$ cat config.mk
export PLATFORM = sky130hd
export DESIGN_NAME = pbtn_event_unit
export DESIGN_NICKNAME = d
export VERILOG_FILES = /design/src/rtl/pbtn_pkg.sv /design/src/rtl/pbtn_debounce.sv /design/src/rtl/pbtn_hold_timer.sv /design/src/rtl/pbtn_action.sv /design/src/rtl/pbtn_event_unit.sv
export SDC_FILE = /design/constraint.sdc
export NUM_CORES = 1
export LEC_CHECK = 0
export BUFFER_PORTS_ARGS = -buffer_cell sky130_fd_sc_hd__buf_4
export CORE_ASPECT_RATIO = 0.9
export CORE_MARGIN = 5
export CORE_UTILIZATION = 40
export DETAILED_ROUTE_END_ITERATION = 10
export GPL_TIMING_DRIVEN = 0
export SETUP_SLACK_MARGIN = 0.02
export SYNTH_ARGS = -nofsm -noshare
export SYNTH_HDL_FRONTEND = slang
export SYNTH_SLANG_ARGS = --single-unit
$ cat constraint.sdc
create_clock -name clk_i -period 1.2 [get_ports clk_i]
set_clock_uncertainty 0.05 [all_clocks]
set_input_delay 0.06 -clock clk_i [delete_from_list [all_inputs] [get_ports clk_i]]
set_output_delay 0.06 -clock clk_i [all_outputs]
set_load 0.02 [all_outputs]
$ cat src/rtl/pbtn_pkg.sv
package pbtn_pkg;

    typedef enum logic [2:0] {
        PS_ON    = 3'd0,
        PS_SL1   = 3'd1,
        PS_SL2   = 3'd2,
        PS_SL3   = 3'd3,
        PS_SL4   = 3'd4,
        PS_SL5   = 3'd5,
        PS_OFF_A = 3'd6,
        PS_OFF_B = 3'd7
    } pstate_e;

    typedef struct packed {
        logic smi;
        logic sci;
        logic wake;
    } req_t;

    typedef struct packed {
        logic sci_en;
        logic btn_en;
        logic smi_en;
    } en_t;

    function automatic logic is_mech_off(input pstate_e ps);
        return (ps == PS_OFF_A) || (ps == PS_OFF_B);
    endfunction

    function automatic logic is_sleep(input pstate_e ps);
        return (ps != PS_ON) && !is_mech_off(ps);
    endfunction

    function automatic logic in_hold_zone(input pstate_e ps);
        return (ps <= PS_SL4);
    endfunction

    function automatic req_t route_press(input pstate_e ps, input en_t en,
                                         input logic stretch);
        req_t r;
        r = '0;
        if (ps == PS_ON) begin
            if (en.btn_en) begin
                if (en.sci_en)      r.sci = 1'b1;
                else if (en.smi_en) r.smi = 1'b1;
            end
        end else if (is_sleep(ps)) begin
            r.wake = !stretch;
        end
        return r;
    endfunction

endpackage

$ cat src/rtl/pbtn_debounce.sv
module pbtn_debounce #(
    parameter int DEB_TICKS   = 16,
    parameter int SYNC_STAGES = 2
) (
    input  logic clk_i,
    input  logic rst_i,
    input  logic tick_i,
    input  logic raw_n_i,
    input  logic clear_i,
    output logic level_o,
    output logic rise_o
);
    localparam int CW = $clog2(DEB_TICKS + 1);
    localparam logic [CW-1:0] LAST = CW'(DEB_TICKS - 1);

    logic [SYNC_STAGES-1:0] sync_q;
    logic [CW-1:0]          cnt_q;
    logic                   stable_q;
    logic                   rise_q;
    logic                   sampled;

    assign sampled = sync_q[SYNC_STAGES-1];

    generate
        if (SYNC_STAGES == 1) begin : g_sync1
            always_ff @(posedge clk_i) begin
                if (rst_i || clear_i) sync_q <= '0;
                else                  sync_q <= ~raw_n_i;
            end
        end else begin : g_syncn
            always_ff @(posedge clk_i) begin
                if (rst_i || clear_i) sync_q <= '0;
                else                  sync_q <= {sync_q[SYNC_STAGES-2:0], ~raw_n_i};
            end
        end
    endgenerate

    always_ff @(posedge clk_i) begin
        if (rst_i || clear_i) begin
            cnt_q    <= '0;
            stable_q <= 1'b0;
            rise_q   <= 1'b0;
        end else begin
            rise_q <= 1'b0;
            if (sampled == stable_q) begin
                cnt_q <= '0;
            end else if (tick_i) begin
                if (cnt_q == LAST) begin
                    stable_q <= sampled;
                    rise_q   <= sampled;
                    cnt_q    <= '0;
                end else begin
                    cnt_q <= cnt_q + 1'b1;
                end
            end
        end
    end

    assign level_o = stable_q;
    assign rise_o  = rise_q;
endmodule

$ cat src/rtl/pbtn_hold_timer.sv
module pbtn_hold_timer #(
    parameter int HOLD_TICKS = 4000
) (
    input  logic clk_i,
    input  logic rst_i,
    input  logic tick_i,
    input  logic level_i,
    input  logic in_on_i,
    input  logic in_zone_i,
    input  logic stretch_i,
    output logic ovr_o
);
    localparam int HW = $clog2(HOLD_TICKS + 1);
    localparam logic [HW-1:0] LAST = HW'(HOLD_TICKS - 1);

    logic [HW-1:0] cnt_q;
    logic          run_q;
    logic          fired_q;
    logic          ovr_q;

    always_ff @(posedge clk_i) begin
        if (rst_i) begin
            cnt_q   <= '0;
            run_q   <= 1'b0;
            fired_q <= 1'b0;
            ovr_q   <= 1'b0;
        end else begin
            ovr_q <= 1'b0;
            if (!level_i) begin
                run_q   <= 1'b0;
                cnt_q   <= '0;
                fired_q <= 1'b0;
            end else if (stretch_i || !in_zone_i) begin
                run_q <= 1'b0;
                cnt_q <= '0;
            end else if (!run_q) begin
                run_q <= in_on_i;
                cnt_q <= '0;
            end else if (tick_i && !fired_q) begin
                if (cnt_q == LAST) begin
                    ovr_q   <= 1'b1;
                    fired_q <= 1'b1;
                    cnt_q   <= '0;
                end else begin
                    cnt_q <= cnt_q + 1'b1;
                end
            end
        end
    end

    assign ovr_o = ovr_q;
endmodule

$ cat src/rtl/pbtn_action.sv
module pbtn_action
    import pbtn_pkg::*;
(
    input  logic    clk_i,
    input  logic    rst_i,
    input  logic    rise_i,
    input  pstate_e ps_i,
    input  en_t     en_i,
    input  logic    stretch_i,
    input  logic    sts_clr_i,
    output req_t    req_o,
    output logic    sts_o
);
    req_t req_q;
    logic sts_q;

    always_ff @(posedge clk_i) begin
        if (rst_i) begin
            req_q <= '0;
            sts_q <= 1'b0;
        end else begin
            req_q <= '0;
            if (rise_i && !is_mech_off(ps_i)) begin
                req_q <= route_press(ps_i, en_i, stretch_i);
                sts_q <= 1'b1;
            end else if (sts_clr_i) begin
                sts_q <= 1'b0;
            end
        end
    end

    assign req_o = req_q;
    assign sts_o = sts_q;
endmodule

$ cat src/rtl/pbtn_event_unit.sv
module pbtn_event_unit
    import pbtn_pkg::*;
#(
    parameter int DEB_TICKS   = 16,
    parameter int HOLD_TICKS  = 4000,
    parameter int SYNC_STAGES = 2
) (
    input  logic       clk_i,
    input  logic       rst_i,
    input  logic       tick_i,
    input  logic       btn_n_i,
    input  logic [2:0] pstate_i,
    input  logic       sci_en_i,
    input  logic       btn_en_i,
    input  logic       glb_smi_en_i,
    input  logic       stretch_i,
    input  logic       sts_clr_i,
    output logic       smi_o,
    output logic       sci_o,
    output logic       wake_o,
    output logic       ovr_o,
    output logic       btn_lvl_o,
    output logic       btn_sts_o
);
    pstate_e ps;
    en_t     en;
    logic    level;
    logic    rise;
    req_t    req;

    assign ps = pstate_e'(pstate_i);
    assign en = '{sci_en: sci_en_i, btn_en: btn_en_i, smi_en: glb_smi_en_i};

    pbtn_debounce #(.DEB_TICKS(DEB_TICKS), .SYNC_STAGES(SYNC_STAGES)) u_deb (
        .clk_i  (clk_i),
        .rst_i  (rst_i),
        .tick_i (tick_i),
        .raw_n_i(btn_n_i),
        .clear_i(is_mech_off(ps)),
        .level_o(level),
        .rise_o (rise)
    );

    pbtn_hold_timer #(.HOLD_TICKS(HOLD_TICKS)) u_hold (
        .clk_i    (clk_i),
        .rst_i    (rst_i),
        .tick_i   (tick_i),
        .level_i  (level),
        .in_on_i  (ps == PS_ON),
        .in_zone_i(in_hold_zone(ps)),
        .stretch_i(stretch_i),
        .ovr_o    (ovr_o)
    );

    pbtn_action u_act (
        .clk_i    (clk_i),
        .rst_i    (rst_i),
        .rise_i   (rise),
        .ps_i     (ps),
        .en_i     (en),
        .stretch_i(stretch_i),
        .sts_clr_i(sts_clr_i),
        .req_o    (req),
        .sts_o    (btn_sts_o)
    );

    assign smi_o     = req.smi;
    assign sci_o     = req.sci;
    assign wake_o    = req.wake;
    assign btn_lvl_o = level;
endmodule

# [After elaboration in Yosys (flattened, before gate mapping)]
# Index checks and enable logic that the tools add are counted.
# W data, S select, Z words.
[word_totals] regBits=28 inputBits=12 output_inout_bits=6 elab_cells=64
[op_classes] n_addsub=2 order_cmp=1 n_eq_ne=5 mux=8 n_bitwise=12 n_reduce_logical=24
[ops] operator="$reduce_or A4 Y1" count=4
[ops] operator="$add A12 B1 Y12 const B" count=1
[ops] operator="$eq A12 B12 Y1 const B" count=1
[ops] operator="$mux W12" count=1
[ops] operator="$not A1 Y1" count=12
[ops] operator="$reduce_or A5 Y1" count=2
[ops] operator="$eq A3 B3 Y1 const B" count=2
[ops] operator="$mux W1" count=6
[ops] operator="$add A5 B1 Y5 const B" count=1
[ops] operator="$eq A5 B4 Y1 const B" count=1
[ops] operator="$mux W5" count=1
[ops] operator="$logic_not A1 Y1" count=4
[ops] operator="$reduce_and A4 Y1" count=1
[ops] operator="$reduce_or A2 Y1" count=2
[ops] operator="$le A3 B3 Y1 const B" count=1
[ops] operator="$logic_and A1 B1 Y1" count=3
[ops] operator="$logic_not A3 Y1" count=1
[ops] operator="$logic_or A1 B1 Y1" count=3
[ops] operator="$reduce_and A3 Y1" count=1
[ops] operator="$reduce_bool A3 Y1" count=1
[ops] operator="$reduce_or A3 Y1" count=1
[ops] operator="$reduce_bool A2 Y1" count=1
[ops] operator="$eq A1 B1 Y1" count=1

# [Depth between registers and ports, before layout]
# Gate-level depths: netlist (run 1).
[logic_depth] depth_word=6 ltp_mapped=6 ltp_nobuf=5

# [By module]
# From an unflattened synthesis (run 1), not the netlist that was laid out.
[unflattened] cells_unflattened=121 hier_area_um2=1228.7
[by_module_without_submodules] module="pbtn_hold_timer" instances=1 cells_each=69 area_each_um2=660.6 seq_area_each_um2=300.3
[by_module_without_submodules] module="pbtn_debounce" instances=1 cells_each=36 area_each_um2=382.9 seq_area_each_um2=180.2
[by_module_without_submodules] module="pbtn_action" instances=1 cells_each=13 area_each_um2=163.9 seq_area_each_um2=80.1
[by_module_without_submodules] module="pbtn_event_unit" instances=1 cells_each=3 area_each_um2=21.3 seq_area_each_um2=0.0

# [Worst setup path after synthesis (run 1)]
# OpenSTA, ideal clock, no wires.
[synth_timing] path_type="reg-to-reg" start="register u_deb.stable_q, in the netlist u_deb.level_o" end="register u_hold.cnt_q[1]" setup_time_ps=64 arrival_time_ps=1247 required_ps=1086 setup_slack_ps=-161 path_stages_with_launch=6 n_path_buf=1 period_less_slack_ps=1361 cell_sequence="dfxtp_1 > nor3b_2 > nand3_2 > nand2b_1 > buf_4 > nor2_1"
[synth_via] elab_chain_len=2
[synth_rtl] element="start, declared" line="pbtn_debounce.sv:18" rtl="logic stable_q;"
[synth_rtl] element="start signal, assigned" line="pbtn_debounce.sv:49" rtl="stable_q <= sampled;"
[synth_rtl] element="$not A1 Y1 (no line)"
[synth_rtl] element="$reduce_or A4 Y1 (no line)"
[synth_rtl] element="end signal, assigned" line="pbtn_hold_timer.sv:45" rtl="cnt_q <= cnt_q + 1'b1;"
[synth_rtl] element="end, declared" line="pbtn_hold_timer.sv:16" rtl="logic [HW-1:0] cnt_q;"
# Every way passes these cells.
# A chain may end at the register's enable or synchronous reset.

# [Worst setup path in the final report (run 1)]
[layout_timing] start="register u_hold.cnt_q[0]" end="register u_hold.cnt_q[0]"
[layout_via] elab_chain_len=2 word_cells_on_any_way=3 classes_between="1 x add/sub; 1 x eq/ne; 1 x mux"
[layout_rtl] element="$add A12 B1 Y12 / $eq A12 B12 Y1 (equally long branches)" line="pbtn_hold_timer.sv:45, pbtn_hold_timer.sv:40"
[layout_rtl] element="$mux W12 (*)" line="pbtn_hold_timer.sv:40" rtl="if (cnt_q == LAST) begin"
# Mark *: on every way between the ends. The rest lies on a longest branch, timed or not.

==> metrics, run 1 <==
startpoint class of the critical path register; sw power between 0.3 and 0.4 mW; Post-Syn Area between 1000 and 1500 µm²; leading area contributor after synthesis dfxtp_1; DRC 0; min-delay worst type in2reg; IO Pins 18; library cells used by synthesis 33; Sequential Area about 570 µm²; CP arrival about 1600 ps; Setup CP Type reg2reg; crit path time final between 1000 and 1500 ps; R2R Setup Slk -200 ps; Layout Nets between 150 and 200; initial antenna violation count 0; Place WS -228 ps; wire length per cell about 12 µm; share of layout cells above drive strength 1 0.318; setup ws final -200 ps; clock net sink count 28; Largest stage delay, worst path between 300 and 400 ps; Cell Rows 18; top_reg_cell synth dfxtp_1; Tcrit/Tclk final 1.17; status complete, but fails checks; total gr overflow 0; Worst slew margin 0.770; slowest stage cell, crit path dfxtp_4; top-count cell post-synth dfxtp_1; Mapped Nets approximately 140; Area Growth Syn to Fin 42.1%; clock share of power 0.273; P_int around 1.1 mW; failing checks setup timing; Total Negative Setup Slacks -2300 ps; multi-input logic area ~680 µm²; top cells by area, synth dfxtp_1 (47%), xnor2_1 (5.9%), nor2_1 (5.6%); leakage power 0.651 nW; CP required between 1000 and 1500 ps; Vias slightly above 1000; CTS tree built; Post-Route WL around 2600 µm; syn avg cell area 9.34 µm²; Least-Margin Pin Slew 342 ps; crit-path max FO 5; GRT Total Usage 0.141; CTS Buffer Depth 2; Gate power share 0.077; peak supply drop roughly 0.47 mV; Post-synth EDFFs 0; CTS root buf clkbuf_4; Seq/Total Area, Yosys 0.469; fillcell total around 240; placed cell count roughly 180; Post-synth top cells dfxtp_1 (28), nor2_1 (18), nand2_1 (11), xnor2_1 (8), inv_1 (6); non-filler cells, final 210; Initial DRC Count 58; DRT antenna net count 0; Seq cells post-synth 28; Yosys top cell area share 0.469; CP Cell Sequence ha_4, and4b_1, nand4_1, nand2b_4, buf_6, nor2_1; clock slew at reported path FFs around 140 ps; Initial Utilization 0.425; final core utilization 0.604; via/cell ratio 4.80; H-Tree Depth 1; yosys warns 0; first-pass GRT wire length between 4000 and 5000 µm; Net Sw Frac 0.212; Seq pwr share 0.650; # setup viols final 14; core region area 2820 µm²; PortBufs 16; PwrDens 840 nW/µm²; total power 1.43 mW; Crit. End Element register; Pre-Repair DR Iteration Count 4; RSZ-0062 raised after global routing true; Mapped Cells between 100 and 150; number of global-route vias before repair about 970; Antenna diodes 0; Async S/R FF share, synth 0; DP Wirelength ~1600 µm; number of CTS-inserted buffers 3; Slew Limit Fails 0; worst-skew pair later-pin latency between 300 and 400 ps; chip width 67.6 µm; die height about 62 µm; Die ar. about 4200 µm²; largest net degree at the start of global routing 16; max-cap violations 0; Routability Congestion between 0.7 and 0.8; fmax 714 MHz; final hold viol count 0
[layout by cell type (no fill, tap or decap), types with 2 or more instances in the layout]
cell type / n
a21o_1: 2
a31oi_1: 2
and2_1: 3
buf_4: 23
buf_6: 3
clkbuf_4: 3
dfxtp_1: 23
dfxtp_2: 2
dfxtp_4: 3
dlygate4sd3_1: 14
ha_4: 2
inv_1: 6
mux2i_1: 4
nand2_1: 9
nand2_2: 2
nand3_2: 3
nand4_1: 3
nor2_1: 16
nor2_2: 5
nor3_1: 3
nor3b_1: 2
nor4_1: 5
xnor2_1: 8
xor2_1: 5
[logic make-up (layout without fill, tap and decap cells)]
family,Yosys count,in the layout,share of synthesized area
mux,4,4,0.0335
compound gates,10,10,0.0554
buf+inv,8,50,0.0345
simple gates,63,63,0.292
xor+xnor,13,13,0.0952
fa+ha+maj,2,2,0.0209
flops,28,28,0.469
[routing by layer]
metal  vias to the layer above  routed length, µm  GRT usage
met5                         -                  0          0
li1                        527                  -          -
met2                        15               1290      0.241
met1                       463               1160      0.176
met4                         0                 19     0.0289
met3                         2                119     0.0450
[worst max-delay path, delay by kind of cell, from the launching register on]
| family | cells | cell delay, ps |
|---|---|---|
| AND/OR/NAND/NOR | 4 | 610 |
| flip-flops | 1 | 380 |
| adder cells (fa/ha/maj) | 1 | 140 |
| buffers and inverters | 1 | 130 |
[final timing paths]
check,start,endpoint,depth (start not counted)
worst max register to register,u_hold.cnt_q[0],u_hold.cnt_q[0],6
worst max-delay path,u_hold.cnt_q[0],u_hold.cnt_q[0],6
worst min-delay path,pstate_i[2],u_hold.run_q,3
worst min register to register,u_deb.sync_q[0],u_deb.sync_q[1],1
[cell type report]
class,instances,share of cell area
tap,40,0.0295
inverter,6,0.0133
buffer,2,0.0133
multi-input combinational,92,0.400
clock buffer,4,0.0155
timing repair buffer,38,0.191
sequential,28,0.338
[power by group through the flow]
stage	clock [mW]	sequential (mW)	combinational (mW)
2_1_floorplan	0	0.952	0.0285
3_3_place_gp	0	0.953	0.0656
3_5_place_dp	0	0.953	0.0671
4_1_cts	0.412	0.930	0.102
5_1_grt	0.460	0.929	0.119
6_report	0.389	0.928	0.110
[sequential cells by signal (all words and copies together), names as in the netlist]
| register | count |
|---|---|
| u_deb.sync_q | 2 |
| u_deb.cnt_q | 5 |
| u_hold.fired_q | 1 |
| u_hold.ovr_o | 1 |
| u_deb.level_o | 1 |
| u_hold.cnt_q | 12 |
| u_act.req_o | 3 |
| u_act.sts_o | 1 |
| u_deb.rise_o | 1 |
| u_hold.run_q | 1 |
[per-stage QoR]
step	hold slack [ps]	instance area [µm²]
2_1_floorplan	82.4	1230
3_3_place_gp	179	1400
3_5_place_dp	178	1400
4_1_cts	2.92	1640
5_1_grt	1.82	1700
6_report	19.4	1700
[repair_timing]
item / CTS / global route
cloned: 0 / 1
endpoints found under the setup margin: 18 / 19
setup buffers: 7 / 0
hold buffers: 13 / 1
gates resized for setup: 9 / 12
endpoints found under the hold margin: 9 / 1
pin swaps: 3 / 7
No activity file was read; power rests on OpenSTA's default activity.
==> run 2, diff against run 1 <==
- CORE_MARGIN: 5 -> unset
==> metrics, run 2 (same netlist as run 1, synthesis figures left out) <==
Slew Limit Fails 0 (unchanged); Seq pwr share 0.629 (-0.021); most used routing layer in global routing met2; min-delay worst type in2reg; CTS root buf clkbuf_4; leakage power 0.618 nW (-5.1%); Initial DRC Count 27 (-53%); final core utilization 0.582 (-0.0211); Crit. End Element register; wire length per cell 11.3 µm (-8.2%); largest net degree at the start of global routing 16 (unchanged); final hold viol count 1 (+1); Tcrit/Tclk final 1.13 (-0.0383); CTS Buffer Depth 2 (unchanged); smallest hold slack -1.64 ps (-21.0 ps); PortBufs 16 (unchanged); CP required 1380 ps (about the same); failing checks hold timing, setup timing; die height 53.9 µm (-13%); CP Cell Sequence ha_4, and4b_1, nand4_1, nand2b_1, buf_6, nor2_2; Worst slew margin 0.788 (+0.0176); peak supply drop 0.664 mV (+40%); Largest stage delay, worst path 380 ps (about the same); Net Sw Frac 0.208 (-0.00372); Pre-Repair DR Iteration Count 4 (unchanged); DRC 0 (unchanged); cell area after layout 1630 µm² (-4.3%); crit-path max FO 5 (unchanged); clock share of power 0.308 (+0.035); most frequent cells in the layout dfxtp_1 (23), buf_4 (21), nor2_1 (18); Total Negative Setup Slacks -1580 ps (+718 ps); CP bufs+invs 1 (unchanged); number of global-route vias before repair 851 (-12%); hold_buf cts 10 (-3); GRT Total Usage 0.152 (+0.0112); core region area 2790 µm² (-0.80%); chip width 59.6 µm (-12%); PwrDens 910 nW/µm² (+8.4%); clock net sink count 28 (unchanged); Cell Rows 18 (unchanged); Top delay family on crit path simple AND/OR/NAND/NOR gates; setup ws final -154 ps (+46.0 ps); CP arrival 1540 ps (-30 ps); Gate power share 0.064 (-0.013); M3 GR Usage 0.0433 (-0.00169); number of CTS-inserted buffers 3 (unchanged); met2 usage 0.256 (+0.0142); P_int 1.17 mW (+4.2%); DP Area 1400 µm² (unchanged); IO Pins 18 (unchanged); Area Growth Syn to Fin 36.0%; Initial Utilization 0.428 (+0.00343); Routability Congestion 0.750 (-3.2%); Setup CP Type reg2reg; Layout Nets 179 (-3.2%); Place WS -184 ps (+43.4 ps); Die ar. 3210 µm² (-23%); first-pass GRT wire length 3620 µm (-19%); Largest register FFs 12 (unchanged); Antenna diodes 0 (unchanged); DRT antenna net count 0 (unchanged); Least-Margin Pin Slew 315 ps (-26.2 ps); met1 Resource Use GR 0.194 (+0.0183); sw power 0.307 mW (+1.9%); status complete, but fails checks; slowest stage cell, crit path dfxtp_2; # setup viols final 14 (unchanged); initial antenna violation count 0 (unchanged); crit path time final 1350 ps (-46.0 ps); via/cell ratio 4.91 (+2.4%); startpoint class of the critical path register; commonest non-fill, non-tap cell in the layout dfxtp_1; max-cap violations 0 (unchanged); clock slew at reported path FFs 150 ps (about the same); Vias 1002 (-0.50%); DP Wirelength 1560 µm (-5.1%); CTS tree built; share of layout cells above drive strength 1 0.287 (-0.0311); non-filler cells, final 204 (-2.9%); H-Tree Depth 1 (unchanged); RSZ-0062 raised after global routing true; Largest Register u_hold.cnt_q; fmax 739 MHz (+3.4%); total gr overflow 0 (unchanged); worst-skew pair later-pin latency 330 ps (about the same); Post-Route WL 2300 µm (-11%); placed cell count 184 (unchanged)
## run 2: worst reg2reg max path: cells and delay by family, from the launching register on
kind	cells	cell delay [ps]
flip-flops	1	380
AND/OR/NAND/NOR	4	550
adder cells (fa/ha/maj)	1	140
buffers and inverters	1	140
## run 2: path summary, 6_finish.rpt
kind | startpoint | end | slack [ps] | cells past startpoint
worst min-delay path | rst_i | u_hold.run_q | -2 | 3
worst max register to register | u_hold.cnt_q[1] | u_hold.cnt_q[9] | -150 | 6
worst min register to register | u_deb.sync_q[0] | u_deb.sync_q[1] | 400 | 1
worst max-delay path | u_hold.cnt_q[1] | u_hold.cnt_q[9] | -150 | 6
## run 2: power groups by stage
| stage | Combinational, mW | Sequential [mW] | Clock [mW] |
|---|---|---|---|
| global route | 0.101 | 0.931 | 0.514 |
| floorplan | 0.0285 | 0.952 | 0 |
| global placement | 0.0655 | 0.953 | 0 |
| detailed placement | 0.0669 | 0.953 | 0 |
| CTS | 0.0930 | 0.933 | 0.476 |
| finish | 0.0940 | 0.930 | 0.456 |
## run 2: routing by layer
layer | wire length [µm] | share of wire | up-vias
met1 | 1140 | 0.49 | 472
met4 | 15 | 0.0065 | 0
li1 | - | - | 513
met3 | 80 | 0.035 | 2
met5 | 0 | 0 | -
met2 | 1070 | 0.46 | 15
## run 2: area by class of cell
| class | instances | area [µm²] |
|---|---|---|
| Buffer | 2 | 22.5 |
| Multi-Input combinational cell | 92 | 654 |
| Inverter | 6 | 22.5 |
| Fill cell | 266 | 1170 |
| Tap cell | 40 | 50.0 |
| Clock buffer | 4 | 36.3 |
| Sequential cell | 28 | 572 |
| Timing Repair Buffer | 32 | 269 |
## run 2: through the flow
step	hold slack, ps	power [mW]
global placement	175	1.02
CTS	-8.74	1.50
floorplan	82.4	0.981
detailed placement	177	1.02
global route	-5.79	1.55
finish	-1.64	1.48
## run 2: repair_timing
| item | CTS | global route |
|---|---|---|
| endpoints found under the hold margin | 9 | 1 |
| setup endpoints to repair | 16 | 17 |
| resized for setup | 8 | 6 |
| pin swaps | 2 | 5 |
| setup buffers | 5 | 1 |
| gates cloned | 0 | 1 |
==> run 3, diff against run 2 <==
- CORE_MARGIN: unset -> 2
- HOLD_SLACK_MARGIN: unset -> 0.15
==> metrics, run 3 (same netlist as run 1, synthesis figures left out) <==
Place WS -185 ps (-1.10 ps); Seq pwr share 0.649 (+0.020); Pre-Repair DR Iteration Count 4 (unchanged); CP bufs+invs 1 (unchanged); Routability Congestion 0.765 (+2.1%); most frequent cells in the layout buf_4 (24), dfxtp_1 (23), nor2_1 (16); startpoint class of the critical path register; DRC 0 (unchanged); peak supply drop 0.698 mV (+5.0%); Post-Route WL 2620 µm (+14%); largest net degree at the start of global routing 16 (unchanged); CP required 1380 ps (about the same); via/cell ratio 4.85 (-1.3%); Slew Limit Fails 0 (unchanged); Top delay family on crit path simple AND/OR/NAND/NOR gates; fmax 724 MHz (-2.0%); setup ws final -181 ps (-27.2 ps); Net Sw Frac 0.214 (+0.00598); Initial Utilization 0.428 (unchanged); DP Wirelength 1620 µm (+3.8%); PortBufs 16 (unchanged); clock slew at reported path FFs 140 ps (about the same); smallest hold slack -17.2 ps (-15.6 ps); P_int 1.13 mW (-3.9%); Largest Register u_hold.cnt_q; Worst slew margin 0.802 (+0.0143); CTS Buffer Depth 2 (unchanged); core region area 2790 µm² (unchanged); Antenna diodes 0 (unchanged); CP Cell Sequence ha_4, and4b_1, nand4_1, nand2b_4, buf_6, nor2_2; PwrDens 833 nW/µm² (-8.4%); crit path time final 1380 ps (+27.2 ps); final hold viol count 1 (unchanged); DRT antenna net count 0 (unchanged); Setup CP Type reg2reg; commonest non-fill, non-tap cell in the layout buf_4; Crit. End Element register; R2R Setup Slk -180 ps (-30 ps); number of CTS-inserted buffers 3 (unchanged); H-Tree Depth 1 (unchanged); chip width 61.6 µm (+3.4%); RSZ-0062 raised after global routing true; Largest register FFs 12 (unchanged); max-cap violations 0 (unchanged); final core utilization 0.616 (+0.0332); Least-Margin Pin Slew 294 ps (-21.2 ps); number of global-route vias before repair 933 (+9.6%); Largest stage delay, worst path 370 ps (about the same); crit-path max FO 5 (unchanged); Area Growth Syn to Fin 43.7%; fillcell total 270 (+1.5%); Gate power share 0.074 (+0.010); # setup viols final 15 (+1); total gr overflow 0 (unchanged); clock net sink count 28 (unchanged); CTS tree built; share of layout cells above drive strength 1 0.339 (+0.0526); Cell Rows 18 (unchanged); first-pass GRT wire length 4020 µm (+11%); min-delay worst type in2reg; wire length per cell 12.4 µm (+10%); leakage power 0.657 nW (+6.3%); Die ar. 3440 µm² (+7.2%); sw power 0.306 mW (-0.43%); CP arrival 1560 ps (+20 ps); slowest stage cell, crit path dfxtp_2; initial antenna violation count 0 (unchanged); worst-skew pair later-pin latency 320 ps (about the same); Tcrit/Tclk final 1.15 (+0.0227); GRT Total Usage 0.153 (about the same); Layout Nets 186 (+3.9%); Vias 1023 (+2.1%); clock share of power 0.277 (-0.031); failing checks hold timing, setup timing; CTS root buf clkbuf_4; die height 55.9 µm (+3.7%); status complete, but fails checks; Initial DRC Count 25 (-7.4%); IO Pins 18 (unchanged)
-- run 3: changes by cell type in the layout (fill, tap and decap cells not counted), sizes merged --
cell,before,now
buf,24,28
dlygate4sd3,10,13
-- run 3: worst paths after layout --
| check | from | endpoint | cells past startpoint |
|---|---|---|---|
| setup reg to reg | u_hold.cnt_q[0] | u_hold.cnt_q[1] | 6 |
| hold reg to reg | u_deb.sync_q[0] | u_deb.sync_q[1] | 1 |
| hold / removal | rst_i | u_act.sts_o | 4 |
| setup / recovery | u_hold.cnt_q[0] | u_hold.cnt_q[1] | 6 |
-- run 3: worst min-delay path, cell delays in order --
cell and delay (ps):
buf_4 120, nor2_1 50, nand2_1 50, nand2_1 40
-- run 3: power by group through the flow --
| stage | logic, mW | clock network, mW | registers (mW) |
|---|---|---|---|
| floorplan | 0.0285 | 0 | 0.952 |
| global placement | 0.0655 | 0 | 0.953 |
| detailed placement | 0.0672 | 0 | 0.953 |
| CTS | 0.0997 | 0.422 | 0.932 |
| global route | 0.116 | 0.457 | 0.931 |
| finish | 0.106 | 0.396 | 0.930 |
-- run 3: metal layers --
metal / global-route usage / up-vias / routed length, µm
met3: 0.0488 / 2 / 61
met2: 0.241 / 10 / 1320
li1: - / 526 / -
met4: 0.0365 / 0 / 15
met5: 0 / - / 0
met1: 0.200 / 485 / 1220
-- run 3: what timing repair did --
item	4_1_cts	5_1_grt
pin swaps	2	11
gates resized for setup	8	16
hold buffers	12	3
hold endpoints to repair	18	13
cloned	0	1
endpoints found under the setup margin	16	20
setup buffers	4	5
-- run 3: layout make-up --
| cell class | count | area [µm²] | share of cell area |
|---|---|---|---|
| Tap cell | 40 | 50.0 | 0.0291 |
| Buffer | 2 | 22.5 | 0.0131 |
| Sequential cell | 28 | 572 | 0.333 |
| Multi-Input combinational cell | 92 | 693 | 0.403 |
| Inverter | 6 | 22.5 | 0.0131 |
| Timing Repair Buffer | 39 | 333 | 0.194 |
| Clock buffer | 4 | 26.3 | 0.0153 |
-- run 3: stage by stage --
stage | instance area, µm² | TNS, ps | instances | power [mW]
after global placement | 1400 | -1900 | 184 | 1.02
after global routing | 1720 | -3230 | 211 | 1.50
after detailed placement | 1400 | -1980 | 184 | 1.02
after floorplan | 1230 | -256 | 128 | 0.981
after CTS | 1610 | -1660 | 204 | 1.45
final | 1720 | -2300 | 211 | 1.43
